[src/rtl/vbac_pkg.sv]
package vbac_pkg;
  localparam int AMP_W = 2;

  typedef enum logic [AMP_W-1:0] {
    AMP_STBY  = 2'b00,
    AMP_BLANK = 2'b01,
    AMP_HIGH  = 2'b10
  } amp_lvl_e;
endpackage

[src/rtl/vbac_stby_dec.sv]
module vbac_stby_dec (
  input  logic cfg_pre_stby_i,
  input  logic vsup_low_i,
  output logic dev_stby_o
);
  always_comb begin
    dev_stby_o = cfg_pre_stby_i | vsup_low_i;
  end
endmodule

[src/rtl/vbac_blank_gen.sv]
module vbac_blank_gen #(
  parameter int NCH = 3
) (
  input  logic           clk,
  input  logic           rst,
  input  logic           hblank_i,
  input  logic           osd_fb_i,
  input  logic           cfg_sw_blank_i,
  input  logic           cfg_blank_arm_i,
  output logic [NCH-1:0] blank_o
);
  logic sw_blank;
  logic any_blank;

  always_comb begin
    sw_blank  = cfg_sw_blank_i & cfg_blank_arm_i;
    any_blank = hblank_i | osd_fb_i | sw_blank;
  end

  for (genvar ch = 0; ch < NCH; ch++) begin : g_ch
    always_ff @(posedge clk) begin
      if (rst) blank_o[ch] <= 1'b0;
      else     blank_o[ch] <= any_blank;
    end
  end
endmodule

[src/rtl/vbac_path_en.sv]
module vbac_path_en (
  input  logic clk,
  input  logic rst,
  input  logic dev_stby_i,
  input  logic hblank_i,
  input  logic osd_fb_i,
  input  logic boost_pin_i,
  input  logic cfg_boost_gen_i,
  input  logic cfg_boost_force_i,
  input  logic cfg_boost_fx_i,
  input  logic cfg_pulse_deep_i,
  output logic osd_sel_o,
  output logic boost_o,
  output logic boost_fx_o,
  output logic ipulse_en_o,
  output logic ipulse_deep_o
);
  logic run;
  logic boost_req;

  always_comb begin
    run       = ~dev_stby_i;
    boost_req = cfg_boost_gen_i & (boost_pin_i | cfg_boost_force_i);
  end

  always_ff @(posedge clk) begin
    if (rst) begin
      osd_sel_o     <= 1'b0;
      boost_o       <= 1'b0;
      boost_fx_o    <= 1'b0;
      ipulse_en_o   <= 1'b0;
      ipulse_deep_o <= 1'b0;
    end else begin
      osd_sel_o     <= run & osd_fb_i;
      boost_o       <= run & boost_req;
      boost_fx_o    <= run & boost_req & cfg_boost_fx_i;
      ipulse_en_o   <= run & hblank_i;
      ipulse_deep_o <= cfg_pulse_deep_i;
    end
  end
endmodule

[src/rtl/vbac_amp_enc.sv]
module vbac_amp_enc
  import vbac_pkg::*;
(
  input  logic             clk,
  input  logic             rst,
  input  logic             dev_stby_i,
  input  logic             hblank_i,
  input  logic             cfg_amp_stby_i,
  input  logic             cfg_amp_blank_i,
  output logic [AMP_W-1:0] amp_lvl_o
);
  amp_lvl_e nxt;

  always_comb begin
    if (dev_stby_i || cfg_amp_stby_i)       nxt = AMP_STBY;
    else if (cfg_amp_blank_i && hblank_i)   nxt = AMP_BLANK;
    else                                    nxt = AMP_HIGH;
  end

  always_ff @(posedge clk) begin
    if (rst) amp_lvl_o <= AMP_STBY;
    else     amp_lvl_o <= nxt;
  end
endmodule

[src/rtl/vblank_ampctl.sv]
module vblank_ampctl
  import vbac_pkg::*;
#(
  parameter int NCH = 3
) (
  input  logic             clk,
  input  logic             rst,
  input  logic             hblank_i,
  input  logic             osd_fb_i,
  input  logic             boost_pin_i,
  input  logic             vsup_low_i,
  input  logic             cfg_sw_blank_i,
  input  logic             cfg_blank_arm_i,
  input  logic             cfg_boost_gen_i,
  input  logic             cfg_boost_force_i,
  input  logic             cfg_boost_fx_i,
  input  logic             cfg_pulse_deep_i,
  input  logic             cfg_pre_stby_i,
  input  logic             cfg_amp_stby_i,
  input  logic             cfg_amp_blank_i,
  output logic [NCH-1:0]   blank_o,
  output logic             osd_sel_o,
  output logic             boost_o,
  output logic             boost_fx_o,
  output logic             ipulse_en_o,
  output logic             ipulse_deep_o,
  output logic [AMP_W-1:0] amp_lvl_o
);
  logic dev_stby;

  vbac_stby_dec u_stby (
    .cfg_pre_stby_i (cfg_pre_stby_i),
    .vsup_low_i     (vsup_low_i),
    .dev_stby_o     (dev_stby)
  );

  vbac_blank_gen #(.NCH(NCH)) u_blank (
    .clk             (clk),
    .rst             (rst),
    .hblank_i        (hblank_i),
    .osd_fb_i        (osd_fb_i),
    .cfg_sw_blank_i  (cfg_sw_blank_i),
    .cfg_blank_arm_i (cfg_blank_arm_i),
    .blank_o         (blank_o)
  );

  vbac_path_en u_path (
    .clk               (clk),
    .rst               (rst),
    .dev_stby_i        (dev_stby),
    .hblank_i          (hblank_i),
    .osd_fb_i          (osd_fb_i),
    .boost_pin_i       (boost_pin_i),
    .cfg_boost_gen_i   (cfg_boost_gen_i),
    .cfg_boost_force_i (cfg_boost_force_i),
    .cfg_boost_fx_i    (cfg_boost_fx_i),
    .cfg_pulse_deep_i  (cfg_pulse_deep_i),
    .osd_sel_o         (osd_sel_o),
    .boost_o           (boost_o),
    .boost_fx_o        (boost_fx_o),
    .ipulse_en_o       (ipulse_en_o),
    .ipulse_deep_o     (ipulse_deep_o)
  );

  vbac_amp_enc u_amp (
    .clk             (clk),
    .rst             (rst),
    .dev_stby_i      (dev_stby),
    .hblank_i        (hblank_i),
    .cfg_amp_stby_i  (cfg_amp_stby_i),
    .cfg_amp_blank_i (cfg_amp_blank_i),
    .amp_lvl_o       (amp_lvl_o)
  );
endmodule

[config.mk]
export PLATFORM = sky130hd
export DESIGN_NAME = vblank_ampctl
export DESIGN_NICKNAME = d
export VERILOG_FILES = /design/src/rtl/vbac_pkg.sv /design/src/rtl/vbac_stby_dec.sv /design/src/rtl/vbac_blank_gen.sv /design/src/rtl/vbac_path_en.sv /design/src/rtl/vbac_amp_enc.sv /design/src/rtl/vblank_ampctl.sv
export SDC_FILE = /design/constraint.sdc
export NUM_CORES = 1
export LEC_CHECK = 0
export CORE_AREA = 2 2 39 41
export CTS_CLUSTER_SIZE = 30
export DETAILED_ROUTE_END_ITERATION = 10
export DIE_AREA = 0 0 41 43
export SLEW_MARGIN = 25
export SYNTH_ARGS = -nofsm -noshare
export SYNTH_HDL_FRONTEND = slang
export SYNTH_SLANG_ARGS = --single-unit
[constraint.sdc]
create_clock -name clk -period 0.8 [get_ports clk]
set_input_delay 0.12 -clock clk [delete_from_list [all_inputs] [get_ports clk]]
set_output_delay 0.12 -clock clk [all_outputs]
set_load 0.1 [all_outputs]
### After elaboration in Yosys (flattened, before gate mapping)

Cells that the tools add are included.

| storage, ports and cells | value |
|---|---|
| output and inout port bits | 10 |
| logic and storage cells | 22 |
| bits of input ports | 15 |
| register bits after elaboration | 8 |

| operators by class | value |
|---|---|
| reduce and logical (&&, ||, !) cells | 3 |
| mux-type cells | 1 |
| bitwise operators | 11 |

Operators with widths:

| operator | number |
|---|---|
| 1-bit bitwise AND | 6 |
| 1-bit OR | 4 |
| 2-bit two-way mux | 1 |
| 2-bit OR reduction | 1 |
| 1-bit logical AND | 1 |
| 1-bit logical OR | 1 |
| 1-bit inverter | 1 |

### Logic depth before layout (Yosys ltp)

| depth | value |
|---|---|
| word-level depth | 4 |
| gate-level depth with buffers | 2 |
| gate-level depth less buffers | 2 |

### By module

A second synthesis with hierarchy kept.

| unflattened totals | value |
|---|---|
| cell total of the unflattened synthesis | 23 |
| area total of the unflattened synthesis | 275.3 sq um |

By module, submodules not included:

| module | area each (sq um) | times used | cells each | seq. area each (sq um) |
|---|---|---|---|---|
| vbac_path_en | 157.7 | 1 | 12 | 100.1 |
| vbac_amp_enc | 65.1 | 1 | 5 | 40.0 |
| vbac_blank_gen | 46.3 | 1 | 5 | 20.0 |
| vbac_stby_dec | 6.3 | 1 | 1 | 0.0 |

### Least setup slack after synthesis

Ideal clock, no wire load.

| path | value |
|---|---|
| path type | register to output |
| start point | reg, netlist name u_blank.blank_o[0] |
| end point | out blank_o[1] |
| slack | -0.694 ns |
| stages on the path, launching flop included | 2 |
| path buffers | 1 |
| required time | 0.680 ns |
| data arrival time | 1.374 ns |
| cells stage by stage | dfxtp_1 buf_4 |

RTL lines:

| what | RTL line | text |
|---|---|---|
| to (decl) | vblank_ampctl.sv:21 | `output logic [NCH-1:0] blank_o,` |

==> flow_results.xml <==
<?xml version="1.0" encoding="UTF-8"?>
<metrics>
  <group name="global_routing">
    <metric name="grt_use_total" unit="">0.08459</metric>
    <metric name="grt_busiest_layer" unit="">met2</metric>
    <metric name="gr-total-overflow" unit="">0</metric>
    <metric name="grt_util_met2" unit="">0.1063</metric>
    <metric name="global_route_wire_length_before_repair" unit="um">952</metric>
    <metric name="pin_count_of_the_biggest_net_entering_global_routing" unit="">6</metric>
    <metric name="groute.layer.met3.usage" unit="">0.01571</metric>
    <metric name="antenna_violations_before_repair" unit="">0</metric>
    <metric name="first_global_vias" unit="">246</metric>
    <metric name="globalRouteMet1Util" unit="">0.1039</metric>
  </group>
  <group name="finish">
    <metric name="nNetsFinal" unit="">66</metric>
    <metric name="postLayoutCellArea" unit="um2">651.9</metric>
    <metric name="layout.core_utilization" unit="">0.4711</metric>
    <metric name="finish.cell_count_without_fillers" unit="">66</metric>
    <metric name="area_delta_synth_final" unit="%">139.0</metric>
    <metric name="n_fill_cell" unit="">124</metric>
    <metric name="insertedDiodeCount" unit="">0</metric>
    <metric name="ratio_of_cells_with_drive_above_1_in_the_final_layout" unit="">0.5400</metric>
  </group>
  <group name="place">
    <metric name="routabilityCongestion" unit="">0.7286</metric>
    <metric name="placed_cells" unit="">62</metric>
    <metric name="placement.io_buffers" unit="">24</metric>
    <metric name="dpl_cell_area" unit="um2">630.6</metric>
  </group>
  <group name="die">
    <metric name="floorplan.initialDensity" unit="">0.1971</metric>
    <metric name="placeableCoreArea" unit="um2">1384</metric>
    <metric name="io_pins" unit="">25</metric>
    <metric name="fp.dieH" unit="um">43</metric>
    <metric name="floorplan.die_area" unit="um2">1763</metric>
    <metric name="row_count" unit="">14</metric>
    <metric name="die_width" unit="um">41</metric>
  </group>
  <group name="synthesis">
    <metric name="post_synthesis_register_bit_count" unit="">8</metric>
    <metric name="syn_area" unit="um2">272.8</metric>
    <metric name="syn-num-nets" unit="">39</metric>
    <metric name="synth-seq-area-share" unit="">0.5872</metric>
    <metric name="synthesis.yosys.warnings" unit="">0</metric>
    <metric name="syn-instance-count" unit="">24</metric>
    <metric name="synth_cell_type_count" unit="">13</metric>
    <metric name="postSynthAreaPerCell" unit="um2">11.37</metric>
  </group>
  <group name="power_and_ir_drop">
    <metric name="switching_share" unit="">0.2982</metric>
    <metric name="power.internal" unit="W">0.0007427</metric>
    <metric name="switchingPower" unit="W">0.0003156</metric>
    <metric name="p_per_area" unit="nW/um2">1623</metric>
    <metric name="ir_drop" unit="mV">0.6736</metric>
    <metric name="power.share.combinational" unit="">0.297</metric>
    <metric name="share_clk_of_total_power" unit="">0.298</metric>
    <metric name="leakage_power_summed_over_all_cells" unit="nW">0.2579</metric>
    <metric name="power.sequential.fraction" unit="">0.404</metric>
  </group>
  <group name="sta">
    <metric name="final_layout_setup_total_negative_slack" unit="ns">-0.9122</metric>
    <metric name="relative_slew_margins" unit="">0.8064</metric>
    <metric name="final.setup.worst_slack" unit="ns">-0.1355</metric>
    <metric name="setup_repair_after_global_routing_missed_its_margin" unit="">true</metric>
    <metric name="worst_slew_pin_slew" unit="ns">0.2874</metric>
    <metric name="layout_min_cycle_time" unit="ns">0.9355</metric>
    <metric name="final_max_slew_violation_count" unit="">0</metric>
    <metric name="hold_violations" unit="">0</metric>
    <metric name="setup_viol" unit="">10</metric>
    <metric name="timing.final.crit_share" unit="">1.169</metric>
    <metric name="clock.fmax" unit="GHz">1.069</metric>
  </group>
  <group name="clocking">
    <metric name="post_cts_buffers" unit="">0</metric>
    <metric name="worst_setup_hold_path_clk_slew" unit="ns">0.05</metric>
    <metric name="clock_tree.htree_level_count" unit="">1</metric>
    <metric name="clock_sink_count" unit="">8</metric>
    <metric name="cts_made_buffers" unit="">3</metric>
    <metric name="tritoncts_clock_tree" unit="">built</metric>
    <metric name="cts-root-to-sink-buffers" unit="">2</metric>
    <metric name="ctsHoldBuffers" unit="">0</metric>
    <metric name="cts.root.buffer_cell" unit="">sky130_fd_sc_hd__clkbuf_4</metric>
  </group>
  <group name="critical_path">
    <metric name="end_kind" unit="">primary output</metric>
    <metric name="crit_chain" unit="">buf_12</metric>
    <metric name="path_buf_inv" unit="">1</metric>
    <metric name="critical_path.top_delay_family" unit="">flip-flops</metric>
    <metric name="timing.critical_path.arrival" unit="ns">0.82</metric>
    <metric name="crit_required" unit="ns">0.68</metric>
    <metric name="worst-setup-path-type" unit="">reg -&gt; out</metric>
    <metric name="max_stage_delay" unit="ns">0.39</metric>
    <metric name="critical_path.startpoint_type" unit="">flop</metric>
    <metric name="path_max_fanout" unit="">3</metric>
    <metric name="cp_slowest_cell" unit="">sky130_fd_sc_hd__dfxtp_4</metric>
  </group>
  <group name="routing">
    <metric name="post-route-drc-count" unit="">0</metric>
    <metric name="num_vias" unit="">253</metric>
    <metric name="drtIter0Drc" unit="">1</metric>
    <metric name="routed_via_density" unit="">3.833</metric>
    <metric name="route.antenna.remaining_nets" unit="">0</metric>
    <metric name="detailedRoute.firstPassIterationCount" unit="">2</metric>
    <metric name="post_drt_wl_per_cell" unit="um">8.788</metric>
    <metric name="wirelength" unit="um">580</metric>
  </group>
  <group name="worst_hold_path">
    <metric name="min_path_type" unit="">in -&gt; reg</metric>
  </group>
  <group name="run_status">
    <metric name="violations_in_the_final_reports" unit="">setup timing</metric>
    <metric name="status" unit="">complete, but fails checks</metric>
  </group>
  <group name="run">
    <metric name="cap_viol_max_count" unit="">0</metric>
  </group>
</metrics>
kinds of logic (layout without fill, tap and decap cells):
group                  count (synthesis)  in the layout  synth area share
and+or+nand+nor                       11             11            0.2981
AOI/OAI and AO/OA                      2              2           0.04586
DFF                                    8              8            0.5871
buffers and inverters                  3             29           0.06878
cells in the mapped netlist:
library cell               count  area share
sky130_fd_sc_hd__and2b_2       1       0.032
sky130_fd_sc_hd__dfxtp_1       8        0.59
sky130_fd_sc_hd__or3_4         1       0.041
sky130_fd_sc_hd__nor3_2        2       0.073
sky130_fd_sc_hd__nor3b_2       1       0.046
sky130_fd_sc_hd__nor2_1        2       0.028
sky130_fd_sc_hd__nand2_1       1       0.014
sky130_fd_sc_hd__nor3_1        1       0.018
sky130_fd_sc_hd__buf_4         2       0.055
sky130_fd_sc_hd__and2_1        2       0.046
sky130_fd_sc_hd__inv_1         1       0.014
sky130_fd_sc_hd__a211oi_1      1       0.028
sky130_fd_sc_hd__o21ai_0       1       0.018
cells in the final DEF, fill, tap and decap left out, drive strengths merged, types with 2 or more instances in the layout:
cell           Yosys  layout
clkbuf             0       5
buf                2      10
nor2               2       2
clkdlybuf4s50      0      11
clkdlybuf4s15      0       2
and2               2       2
nor3               3       3
dfxtp              8       8
metal layers:
| metal | share of wire | vias up | routed length (um) |
|---|---|---|---|
| li1 | - | 130 | - |
| met1 | 0.35 | 102 | 203 |
| met2 | 0.54 | 17 | 312 |
| met3 | 0.072 | 4 | 42 |
| met4 | 0.036 | 0 | 21 |
| met5 | 0 | - | 0 |
path summary, 6_finish.rpt:
check / start / endpoint / slack [ns] / cells past startpoint
min: rst / u_blank.blank_o[0] / 0.06 / 2
max: u_blank.blank_o[0] / blank_o[1] / -0.14 / 1
flip-flops by register name, summed over array words and instances (netlist names):
signal	count
u_path.osd_sel_o	1
u_blank.blank_o	1
u_path.boost_fx_o	1
u_path.boost_o	1
u_path.ipulse_deep_o	1
u_amp.amp_lvl_o	2
u_path.ipulse_en_o	1
final cells by class:
type / instances / area [um2] / share of cell area
multi-input combinational: 13 / 93.84 / 0.1440
timing repair buffer: 24 / 335.3 / 0.5144
sequential: 8 / 172.7 / 0.2649
tap: 16 / 20.02 / 0.03071
inverter: 1 / 3.754 / 0.005758
clock buffer: 4 / 26.28 / 0.04031
metrics by stage:
step / setup slack, ns / power, W / hold slack, ns
after detailed placement: -0.5047 / 0.0007578 / 0.5836
after global routing: -0.1620 / 0.001105 / 0.07723
final: -0.1355 / 0.001058 / 0.06412
after global placement: -0.4587 / 0.0007564 / 0.5828
after CTS: -0.1464 / 0.001079 / 0.2208
after floorplan: -0.2041 / 0.0006113 / 0.1821
power groups by stage:
stage          Combinational, W  Sequential (W)  Clock, W
2_1_floorplan         0.0000925        0.000519         0
3_3_place_gp           0.000320        0.000436         0
3_5_place_dp           0.000321        0.000437         0
4_1_cts                0.000317        0.000428  0.000334
5_1_grt                0.000327        0.000428  0.000350
6_report               0.000315        0.000428  0.000316
timing repair:
| item | in CTS | in global routing |
|---|---|---|
| gates resized for setup | 5 | 2 |
| pin swaps | 2 | 2 |
| endpoints found under the setup margin | 14 | 12 |
No activity file was read; power rests on OpenSTA's default activity.
